$ cat config.mk
export PLATFORM = sky130hd
export DESIGN_NAME = fa_align_eval
export DESIGN_NICKNAME = d
export VERILOG_FILES = /design/src/rtl/fa_eval_pkg.sv /design/src/rtl/fa_dual_sampler.sv /design/src/rtl/fa_edge_find.sv /design/src/rtl/fa_meas_core.sv /design/src/rtl/fa_align_eval.sv
export SDC_FILE = /design/constraint.sdc
export NUM_CORES = 1
export LEC_CHECK = 0
export BUFFER_PORTS_ARGS = -buffer_cell sky130_fd_sc_hd__buf_2
export CAP_MARGIN = 20
export CORE_MARGIN = 2
export CORE_UTILIZATION = 65
export CTS_BUF_LIST = sky130_fd_sc_hd__clkbuf_16
export CTS_CLUSTER_SIZE = 40
export DETAILED_ROUTE_END_ITERATION = 8
export PLACE_DENSITY = 0.85
export SYNTH_ARGS = -nofsm -noshare
export SYNTH_HDL_FRONTEND = slang
export SYNTH_SLANG_ARGS = --single-unit
$ cat constraint.sdc
create_clock -name clk -period 9.6 [get_ports clk]
set_clock_uncertainty 0.05 [all_clocks]
set_input_delay 1.92 -clock clk [delete_from_list [all_inputs] [get_ports clk]]
set_output_delay 1.92 -clock clk [all_outputs]
set_load 0.05 [all_outputs]
$ cat src/rtl/fa_eval_pkg.sv
package fa_eval_pkg;

    localparam int RES_W   = 12;
    localparam int HALVES  = 2;
    localparam int ARM_W   = 2;
    localparam logic [ARM_W-1:0] ARM_FULL = 2'd2;

    typedef enum logic [1:0] {
        FA_IDLE = 2'd0,
        FA_SYNC = 2'd1,
        FA_MEAS = 2'd2,
        FA_DONE = 2'd3
    } fa_state_e;

    typedef struct packed {
        logic ref_e;
        logic ev_e;
    } fa_half_s;

    function automatic logic edge_hit(input logic prev, input logic cur, input logic rise);
        return rise ? (!prev && cur) : (prev && !cur);
    endfunction

endpackage

$ cat src/rtl/fa_dual_sampler.sv
module fa_dual_sampler #(
    parameter int W = 2
) (
    input  logic         clk,
    input  logic [W-1:0] din,
    output logic [W-1:0] prev_q,
    output logic [W-1:0] h0_q,
    output logic [W-1:0] h1_q
);
    logic [W-1:0] neg_q;

    // mid-cycle sample
    always_ff @(negedge clk) begin
        neg_q <= din;
    end

    // align both halves of one clock period into the rising-edge domain
    always_ff @(posedge clk) begin
        h0_q   <= neg_q;
        h1_q   <= din;
        prev_q <= h1_q;
    end

endmodule

$ cat src/rtl/fa_edge_find.sv
module fa_edge_find
    import fa_eval_pkg::*;
(
    input  logic                   rise,
    input  logic [1:0]             prev_s,
    input  logic [1:0]             h0_s,
    input  logic [1:0]             h1_s,
    output fa_half_s [HALVES-1:0]  halves
);
    // bit 0 is the frame pulse, bit 1 the evaluation input
    logic [1:0] seq [HALVES+1];

    assign seq[0] = prev_s;
    assign seq[1] = h0_s;
    assign seq[2] = h1_s;

    for (genvar g = 0; g < HALVES; g++) begin : g_half
        assign halves[g].ref_e = edge_hit(seq[g][0], seq[g+1][0], rise);
        assign halves[g].ev_e  = edge_hit(seq[g][1], seq[g+1][1], rise);
    end

endmodule

$ cat src/rtl/fa_meas_core.sv
module fa_meas_core
    import fa_eval_pkg::*;
#(
    parameter int RW = RES_W
) (
    input  logic                  clk,
    input  logic                  rst,
    input  fa_half_s [HALVES-1:0] halves,
    input  logic                  start_s,
    output logic [RW-1:0]         result_o,
    output logic                  done_o
);
    localparam logic [RW-1:0] CNT_MAX = {RW{1'b1}};

    fa_state_e        st_q, st_n;
    logic [ARM_W-1:0] arm_q, arm_n;
    logic [RW-1:0]    cnt_q, cnt_n;
    logic [RW-1:0]    cap_q, cap_n;
    logic [RW-1:0]    res_q, res_n;
    logic             got_q, got_n;
    logic             start_p;

    always_comb begin
        st_n  = st_q;
        arm_n = arm_q;
        cnt_n = cnt_q;
        cap_n = cap_q;
        res_n = res_q;
        got_n = got_q;
        if (st_q == FA_IDLE) begin
            if (start_s) begin
                arm_n = '0;
            end else begin
                for (int h = 0; h < HALVES; h++) begin
                    if (halves[h].ref_e && arm_n != ARM_FULL) begin
                        arm_n = arm_n + 1'b1;
                    end
                end
            end
            if (start_s && !start_p && arm_q == ARM_FULL) begin
                st_n  = FA_SYNC;
                got_n = 1'b0;
                cnt_n = '0;
            end
        end else if (!start_s) begin
            st_n  = FA_IDLE;
            arm_n = '0;
        end else begin
            for (int h = 0; h < HALVES; h++) begin
                case (st_n)
                    FA_SYNC: begin
                        if (halves[h].ref_e) begin
                            st_n  = FA_MEAS;
                            cnt_n = '0;
                            if (halves[h].ev_e) begin
                                got_n = 1'b1;
                                cap_n = '0;
                            end
                        end
                    end
                    FA_MEAS: begin
                        if (halves[h].ref_e) begin
                            st_n  = FA_DONE;
                            res_n = got_n ? cap_n : CNT_MAX;
                        end else begin
                            if (cnt_n != CNT_MAX) begin
                                cnt_n = cnt_n + 1'b1;
                            end
                            if (halves[h].ev_e && !got_n) begin
                                got_n = 1'b1;
                                cap_n = cnt_n;
                            end
                        end
                    end
                    default: ;
                endcase
            end
        end
    end

    always_ff @(posedge clk) begin
        if (rst) begin
            st_q    <= FA_IDLE;
            arm_q   <= '0;
            cnt_q   <= '0;
            cap_q   <= '0;
            res_q   <= '0;
            got_q   <= 1'b0;
            start_p <= 1'b0;
        end else begin
            st_q    <= st_n;
            arm_q   <= arm_n;
            cnt_q   <= cnt_n;
            cap_q   <= cap_n;
            res_q   <= res_n;
            got_q   <= got_n;
            start_p <= start_s;
        end
    end

    assign done_o   = (st_q == FA_DONE);
    assign result_o = res_q;

    AST_ARMED_TRIGGER: assert property (@(posedge clk) disable iff (rst)
        (st_q == FA_SYNC && $past(st_q) == FA_IDLE) |-> $past(arm_q) == ARM_FULL);
    AST_DONE_FROM_MEAS: assert property (@(posedge clk) disable iff (rst)
        (st_q == FA_DONE && $past(st_q) != FA_DONE) |-> $past(st_q) == FA_MEAS);
    AST_RESULT_HOLD: assert property (@(posedge clk) disable iff (rst)
        (st_q != FA_DONE || $past(st_q) == FA_DONE) |-> $stable(res_q));
    AST_CLEAR_DROPS_DONE: assert property (@(posedge clk) disable iff (rst)
        (st_q == FA_DONE && !start_s) |=> st_q == FA_IDLE);
    AST_ABORT_TO_IDLE: assert property (@(posedge clk) disable iff (rst)
        ((st_q == FA_SYNC || st_q == FA_MEAS) && !start_s) |=> st_q == FA_IDLE);

endmodule

$ cat src/rtl/fa_align_eval.sv
module fa_align_eval
    import fa_eval_pkg::*;
#(
    parameter int RES_WIDTH = RES_W
) (
    input  logic                 clk,
    input  logic                 rst,
    input  logic                 frame_pulse_i,
    input  logic                 eval_i,
    input  logic                 rise_fmt_i,
    input  logic                 start_i,
    output logic [RES_WIDTH-1:0] result_o,
    output logic                 done_o
);
    logic [1:0]            prev_s, h0_s, h1_s;
    logic                  start_s;
    fa_half_s [HALVES-1:0] halves;

    fa_dual_sampler #(.W(2)) sampler_i (
        .clk    (clk),
        .din    ({eval_i, frame_pulse_i}),
        .prev_q (prev_s),
        .h0_q   (h0_s),
        .h1_q   (h1_s)
    );

    // start bit registered in the same stage as the half-samples
    always_ff @(posedge clk) begin
        if (rst) begin
            start_s <= 1'b0;
        end else begin
            start_s <= start_i;
        end
    end

    fa_edge_find edges_i (
        .rise   (rise_fmt_i),
        .prev_s (prev_s),
        .h0_s   (h0_s),
        .h1_s   (h1_s),
        .halves (halves)
    );

    fa_meas_core #(.RW(RES_WIDTH)) core_i (
        .clk      (clk),
        .rst      (rst),
        .halves   (halves),
        .start_s  (start_s),
        .result_o (result_o),
        .done_o   (done_o)
    );

endmodule

# [Yosys cells after proc, flatten, opt, wreduce, memory -nomap -nowiden]
# Index checks and enable logic that the tools add are counted.
[totals] input_bits=6 ff_bits=51
[classes] reduce_logical=27 bitwise=1 n_mux=66 n_addsub=4 eq_ne=12
[op_table] operator="two-way mux 12 bit" count=25
[op_table] operator="case mux 12 bit (2 select lines)" count=4
[op_table] operator="two-way mux 2 bit" count=16
[op_table] operator="adder 12 x 1 -> 12 bit, second input constant" count=2
[op_table] operator="!= test 12 bit, second input constant" count=2
[op_table] operator="two-way mux 1 bit" count=17
[op_table] operator="logical AND 1 bit" count=14
[op_table] operator="logical NOT 1 bit" count=9
[op_table] operator="equality test 2 bit, second input constant" count=4
[op_table] operator="case mux 2 bit (2 select lines)" count=2
[op_table] operator="!= test 2 bit, second input constant" count=3
[op_table] operator="adder 2 x 1 -> 2 bit, second input constant" count=2
[op_table] operator="equality test 2 x 1 -> 1 bit, second input constant" count=2
[op_table] operator="case mux 1 bit (2 select lines)" count=2
[op_table] operator="AND reduction 2 bit" count=2
[op_table] operator="logical NOT 2 bit" count=1
[op_table] operator="!= test 2 x 1 -> 1 bit, second input constant" count=1
[op_table] operator="nonzero test 2 bit" count=1
[op_table] operator="inverter 1 bit" count=1

# [Longest topological paths before layout]
# Gate-level depths: netlist (run 1).
[depth] depth_word=16 mapped_depth=16 depth_no_buf=14

# [Modules after synthesis]
# A second synthesis (run 1) with hierarchy kept.
[hier_totals] cells_unflattened=552 hier_area_um2=4038.9
[modules_own_cells] mod="fa_meas_core" area_each_um2=3767.4 n_inst=1 seq_area_each_um2=840.8 cells_per_inst=529
[modules_own_cells] mod="fa_dual_sampler" area_each_um2=163.9 n_inst=1 seq_area_each_um2=160.2 cells_per_inst=9
[modules_own_cells] mod="fa_edge_find" area_each_um2=73.8 n_inst=1 seq_area_each_um2=0.0 cells_per_inst=12
[modules_own_cells] mod="fa_align_eval" area_each_um2=33.8 n_inst=1 seq_area_each_um2=20.0 cells_per_inst=2

==> impl_summary.txt, run 1 <==
----------------------------------------------------
[Finish]
  Filler Cell Count ... 505
  Diodes inserted ... 0
  Fraction of layout cells with a size suffix above 1 ... 0.09962
  Final net count ... 547
  Signed area change from the synthesized netlist to the final layout ... 5.672%
  Final std cells w/o fill ... 607

[Worst hold path]
  Worst hold path class ... register to register
  End of the worst hold path ... sampler_i.prev_q[1]
  Hold depth ... 0
  Launch instance of the worst min-delay path ... sampler_i.h1_q[1]

[Critical path]
  Ordered list of cells on the worst path ... buf_2
  Length in cells of the worst reg-to-reg path ... 0
  Standard cell with the maximum stage delay on the critical path ... sky130_fd_sc_hd__buf_2
  Data arrival time of the critical path ... 2020 ps
  Worst endpoint required time ... 5000 ps
  Category of the worst setup path capture point ... register
  Maximum fanout count along the critical path ... 2
  Critical Path Source Type ... input port
  Top Family by Delay on Critical Path ... buffers and inverters
  Worst reg2reg startpoint ... sampler_i.neg_q[0]
  Critical path buffers and inverters ... 1
  Critical path class ... input port to register
  Register-to-Register Setup Slack ... 4290 ps
  Reg2Reg Capture Point ... sampler_i.h0_q[0]
  Worst path max stage delay ... 100 ps

[Routing]
  Number of vias in the routed layout ... 4333
  Drt wl/cell ... 19.53 um
  Met2 Routed Length ... 5.497 mm
  Count of antenna-violating nets left after detailed routing ... 0
  Highest metal layer with signal wires ... met4
  Initial DRT Pass Iterations ... 5
  Met3 Wirelength ... 911 um
  Post-route met1 wirelength ... 4.904 mm
  Number of remaining DRC errors ... 0
  Via count normalized by instance count ... 7.138
  Number of DRC markers after the initial detailed-route iteration ... 456
  Total length of routed wires ... 11.86 mm

[Synthesis]
  Top post-synthesis cells by area ... sky130_fd_sc_hd__dfxtp_1, sky130_fd_sc_hd__a21oi_1, sky130_fd_sc_hd__o21ai_0, sky130_fd_sc_hd__nand2_1, sky130_fd_sc_hd__nor2_1
  #FFs+latches synth ... 51
  Most area-hungry cell type in the Yosys netlist ... sky130_fd_sc_hd__dfxtp_1
  Multiplexer area fraction after synthesis ... 0.002820
  Post-Syn Nets ... 555
  Synthesized area per cell ... 7.407 sq um
  Post-Synth Simple-Gate Area ... 0.2535
  Share of synthesized flip-flops with an asynchronous set or reset ... 0
  Area share of xor/xnor cells in the synthesized design ... 0.03071
  Most repeated cell in the gate-level netlist after synthesis ... sky130_fd_sc_hd__a21oi_1
  Yosys top cell area share ... 0.2557
  Synthesized netlist cell count ... 539
  Yosys warning count ... 0
  Largest family of logic cells by synthesized area ... compound AO/OA/AOI/OAI gates
  Number of enable flip-flop cells after synthesis ... 0
  Most used flip-flop cell after synthesis ... sky130_fd_sc_hd__dfxtp_1
  Count of distinct cell types in the synthesized netlist ... 75
  Post-synth top cells ... sky130_fd_sc_hd__a21oi_1, sky130_fd_sc_hd__nand2_1, sky130_fd_sc_hd__dfxtp_1
  Adder-cell share of the synthesized area ... 0.03134
  Fraction of the yosys area taken by sequential cells ... 0.2557
  Synthesized cell area ... 0.003993 sq mm
  Compound-gate portion of the synthesized area ... 0.3729

[Run]
  # Max-Cap Violations ... 0

[Floorplanning]
  Initial standard-cell utilization of the core ... 0.6743
  Area enclosed by the die boundary ... 0.006786 sq mm
  Number of standard-cell rows in the floorplan ... 28
  Core ar. ... 0.005921 sq mm
  Number of top-level pins ... 19
  Die Ht ... 82.38 um
  Horizontal die dimension ... 82.38 um

[CTS]
  Number of buffers inserted during clock tree synthesis ... 5
  Worst skew pair latency ... 360 ps
  Level count of the clock H-tree ... 2
  Total of cells resized after clock tree synthesis ... 0
  Cell at the root of the clock tree ... sky130_fd_sc_hd__clkbuf_16
  Largest buffer count on any clock path ... 2
  CTS tree ... done
  Setup Fix Bufs, Post-CTS ... 0
  Post-cts hold buffer count ... 0
  Clock slew at the register clock pins of the worst setup and hold paths ... 70 ps
  Number of sinks handled by clock tree synthesis ... 51

[Placement]
  Pre-CTS setup slack ... 2610 ps
  Cell count after placement ... 598
  Count of input and output buffers ... 18
  Dpl hpwl ... 8.644 mm
  Placer's final routability congestion estimate ... 0.9714

[Global route]
  Antenna violations before repair ... 0
  GR Util All Layers ... 0.3581
  Largest net degree at the start of global routing ... 39
  Overflow after GRT ... 0
  First-pass GRT wire length ... 18.62 mm
  Via count of the first global-routing pass ... 3883

[Power and ir drop]
  Max rail drop VDD ... 0.0001029 V
  Static Leakage ... 0.001482 uW
  Cell area power density ... 129.6 mW/mm^2

[STA]
  Post-route worst setup slack ... 2977 ps
  Final count of negative-setup-slack endpoints ... 0
  Number of failing hold endpoints at the final stage ... 0
  Headroom to the max-slew limit ... 0.2766
  RSZ-0062 raised after global routing ... false
  Setup TNS after final layout ... 0 ps
  Measured slew at the worst slew-check pin ... 1076 ps
  Slew Limit Fails ... 0

[Status]
  Outcome ... finished, final reports clean

----------------------------------------------------
[sequential cells by signal (all words and copies together), names as in the netlist]
signal and flops:
core_i.arm_q 2, core_i.cap_q 12, core_i.cnt_q 12, core_i.got_q 1
core_i.result_o 12, core_i.st_q 2, core_i.start_p 1, sampler_i.h0_q 2
sampler_i.h1_q 2, sampler_i.neg_q 2, sampler_i.prev_q 2, start_s 1
[area by class of cell]
| class | instances | area [sq um] | share of cell area |
|---|---|---|---|
| tap | 75 | 93.84 | 0.02224 |
| inverter | 13 | 48.80 | 0.01157 |
| clock inverter | 5 | 50.05 | 0.01186 |
| multi-input combinational | 436 | 2760 | 0.6542 |
| timing repair buffer | 22 | 120.1 | 0.02847 |
| clock buffer | 5 | 125.1 | 0.02966 |
| sequential | 51 | 1021 | 0.2420 |
[per-stage QoR]
step                power [uW]  area, sq um    util  hold slack [ps]
floorplan                309.8         3993       -            294.9
global placement         331.8         4048  0.6836            304.8
detailed placement       336.6         4048  0.6836            311.3
CTS                      544.7         4219  0.7126            320.9
global route             568.8         4219  0.7126            331.4
finish                   546.7         4219  0.7126            317.0
[cells by family (layout without fill, tap and decap cells)]
family	after synthesis	in the layout
DFF	51	51
and+or+nand+nor	189	189
adders and majority gates	10	10
xor gates and xnor gates	14	14
AOI/OAI and AO/OA	222	222
buffers and inverters	52	45
muxes	1	1
[how the worst max path moves through the flow]
| stage | cells past startpoint | start | to |
|---|---|---|---|
| floorplan | 0 | frame_pulse_i | sampler_i.neg_q[0] |
| global placement | 1 | eval_i | sampler_i.neg_q[1] |
| detailed placement | 1 | frame_pulse_i | sampler_i.neg_q[0] |
| CTS | 1 | eval_i | sampler_i.neg_q[1] |
| global route | 1 | eval_i | sampler_i.neg_q[1] |
| finish | 1 | eval_i | sampler_i.neg_q[1] |
[where the power goes]
part | internal, uW | switching (uW) | leakage, uW
Sequential | 218 | 5.62 | 0.000415
Combinational | 34.3 | 75.8 | 0.000975
Clock | 124 | 88.8 | 0.0000925
[metal layers]
metal / vias up / GRT usage
met3: 43 / 0.05761
met4: 0 / 0.1883
met5: - / 0
met1: 2048 / 0.4539
met2: 216 / 0.5823
li1: 2026 / -
[layout by cell type (no fill, tap or decap), types with 10 or more instances in the layout]
master,count
sky130_fd_sc_hd__nand3b_1,16
sky130_fd_sc_hd__inv_1,15
sky130_fd_sc_hd__buf_2,18
sky130_fd_sc_hd__xnor2_1,10
sky130_fd_sc_hd__ha_1,10
sky130_fd_sc_hd__nand2_1,54
sky130_fd_sc_hd__o211ai_1,10
sky130_fd_sc_hd__nand3_1,14
sky130_fd_sc_hd__nor2_1,37
sky130_fd_sc_hd__dfxtp_1,51
sky130_fd_sc_hd__nor3_1,12
sky130_fd_sc_hd__a21o_1,12
sky130_fd_sc_hd__o21ai_0,41
sky130_fd_sc_hd__a21oi_1,62
Note: power is estimated with default switching activity, not from simulation.
==> run 2, diff against run 1 <==
Settings changed: CORE_UTILIZATION 65 to 62, PLACE_DENSITY 0.85 to 0.81.
Clock period 9.6 ns to 6.7 ns, I/O delays scaled along.
==> impl_summary.txt, run 2 (synthesis results as in run 1) <==
----------------------------------------------------
[Routing]
  Total length of routed wires ... 12.31 mm (was 11.86 mm)
  Number of DRC markers after the initial detailed-route iteration ... 515 (was 456)
  Initial DRT Pass Iterations ... 6 (was 5)
  Number of vias in the routed layout ... 4459 (was 4333)
  Via count normalized by instance count ... 7.322 (was 7.138)
  Number of remaining DRC errors ... 0 (unchanged)
  Drt wl/cell ... 20.21 um (was 19.53 um)
  Count of antenna-violating nets left after detailed routing ... 0 (unchanged)

[Critical path]
  Maximum fanout count along the critical path ... 23 (was 2)
  Worst endpoint required time ... 6840 ps (was 5000 ps)
  Data arrival time of the critical path ... 4850 ps (was 2020 ps)
  Critical path class ... input port to register (unchanged)
  Critical Path Source Type ... input port (unchanged)
  Category of the worst setup path capture point ... register (unchanged)

[CTS]
  Number of sinks handled by clock tree synthesis ... 51 (unchanged)
  Clock slew at the register clock pins of the worst setup and hold paths ... 70 ps (about the same)
  Worst skew pair latency ... 360 ps (about the same)
  CTS tree ... done (unchanged)
  Total of cells resized after clock tree synthesis ... 0 (unchanged)
  Setup Fix Bufs, Post-CTS ... 0 (unchanged)
  Number of buffers inserted during clock tree synthesis ... 5 (unchanged)
  Level count of the clock H-tree ... 2 (unchanged)
  Post-cts hold buffer count ... 0 (unchanged)
  Largest buffer count on any clock path ... 2 (unchanged)
  Cell at the root of the clock tree ... sky130_fd_sc_hd__clkbuf_16 (unchanged)

[STA]
  Hold Worst Slack ... 324.5 ps (was 317.0 ps)
  Slew Limit Fails ... 0 (unchanged)
  Tmin final ... 4716 ps
  Setup TNS after final layout ... 0 ps (unchanged)
  Final cycle utilization of the critical path ... 0.7038
  Headroom to the max-slew limit ... 0.3185 (was 0.2766)
  Measured slew at the worst slew-check pin ... 1022 ps (was 1076 ps)
  Final count of negative-setup-slack endpoints ... 0 (unchanged)
  Number of failing hold endpoints at the final stage ... 0 (unchanged)
  Upper clock frequency limit ... 212.1 MHz
  RSZ-0062 raised after global routing ... false (unchanged)

[Global route]
  Met1 Track Usage GR ... 0.4471 (was 0.4539)
  Peak-usage layer in the global routing report ... met2 (unchanged)
  GR Layer Usage met2 ... 0.5245 (was 0.5823)
  First-pass GRT wire length ... 19.47 mm (was 18.62 mm)
  Global-route met3 utilization ... 0.05408 (was 0.05761)
  Antenna violations before repair ... 0 (unchanged)
  Largest net degree at the start of global routing ... 39 (unchanged)
  GR Util All Layers ... 0.3410 (was 0.3581)
  Overflow after GRT ... 0 (unchanged)
  Via count of the first global-routing pass ... 3923 (was 3883)

[Placement]
  Dpl hpwl ... 8.870 mm (was 8.644 mm)
  Placer's final routability congestion estimate ... 1.067 (was 0.9714)
  Placed instance area ... 0.004050 sq mm (was 0.004048 sq mm)
  Count of input and output buffers ... 18 (unchanged)

[Finish]
  Final net count ... 547 (unchanged)
  Leading cell types in the layout, fill and taps excluded ... sky130_fd_sc_hd__a21oi_1, sky130_fd_sc_hd__nand2_1, sky130_fd_sc_hd__dfxtp_1, sky130_fd_sc_hd__o21ai_0, sky130_fd_sc_hd__nor2_1 (unchanged)
  Fraction of the core area covered by cells at the end of the flow ... 0.6703 (was 0.7126)
  Fraction of layout cells with a size suffix above 1 ... 0.09962 (unchanged)
  Area of all placed cells without fillers ... 0.004208 sq mm (was 0.004219 sq mm)
  Most frequent standard cell in the layout excluding fill and tap cells ... sky130_fd_sc_hd__a21oi_1 (unchanged)
  Diodes inserted ... 0 (unchanged)
  Signed area change from the synthesized netlist to the final layout ... 5.390% (was 5.672%)

[Floorplanning]
  Horizontal die dimension ... 84.25 um (was 82.38 um)
  Number of standard-cell rows in the floorplan ... 29 (was 28)
  Die Ht ... 84.25 um (was 82.38 um)
  Core ar. ... 0.006277 sq mm (was 0.005921 sq mm)
  Initial standard-cell utilization of the core ... 0.6360 (was 0.6743)
  Number of top-level pins ... 19 (unchanged)
  Area enclosed by the die boundary ... 0.007097 sq mm (was 0.006786 sq mm)

[Power and ir drop]
  Cell area power density ... 179.3 mW/mm^2 (was 129.6 mW/mm^2)
  Total power draw ... 754.5 uW (was 546.7 uW)
  Static Leakage ... 0.001476 uW (was 0.001482 uW)
  Max rail drop VDD ... 0.0001661 V (was 0.0001029 V)

[Status]
  Outcome ... finished, final reports clean (unchanged)

[Run]
  # Max-Cap Violations ... 0 (unchanged)

[Worst hold path]
  Worst hold path class ... register to register (unchanged)

----------------------------------------------------
-- run 2: critical path, stage by stage --
cell	delay (ps)
sky130_fd_sc_hd__buf_2	160
sky130_fd_sc_hd__nor3b_2	340
sky130_fd_sc_hd__nor3_2	90
sky130_fd_sc_hd__buf_4	220
sky130_fd_sc_hd__and3_1	200
sky130_fd_sc_hd__a221oi_1	510
sky130_fd_sc_hd__inv_1	150
sky130_fd_sc_hd__ha_1	300
sky130_fd_sc_hd__nand4_1	110
sky130_fd_sc_hd__o221ai_1	230
sky130_fd_sc_hd__and4_1	370
sky130_fd_sc_hd__a211oi_1	440
sky130_fd_sc_hd__o32ai_1	170
sky130_fd_sc_hd__a41o_1	220
-- run 2: area by class of cell --
type | count | area [sq um]
timing repair buffer | 22 | 120.1
inverter | 13 | 48.80
multi-input combinational | 436 | 2760
fill | 558 | 2069
clock buffer | 5 | 125.1
sequential | 51 | 1021
clock inverter | 5 | 36.28
tap | 77 | 96.34
-- run 2: per-layer routing --
metal  up-vias  part of all wire
met5         -                 0
met4         0             0.055
met3        53             0.084
met2       267              0.45
met1      2107              0.41
li1       2032                 -
-- run 2: worst paths after layout --
path,to,cells after the start,startpoint,slack [ps]
worst max-delay path,core_i.cap_q[4],14,rise_fmt_i,1980
worst min-delay path,sampler_i.prev_q[1],0,sampler_i.h1_q[1],320
worst max register to register,core_i.cap_q[4],13,core_i.cnt_q[0],2230
worst min register to register,sampler_i.prev_q[1],0,sampler_i.h1_q[1],320
-- run 2: through the flow --
step           instances  setup WS [ps]
2_1_floorplan        539           1859
3_3_place_gp         600           1748
3_5_place_dp         600           1739
4_1_cts              609           2080
5_1_grt              609           1728
6_report             609           1984
-- run 2: where the power goes --
part	internal, uW	switching (uW)
clock network	157	119
registers	312	8.21
logic	49.4	109
total	518	236
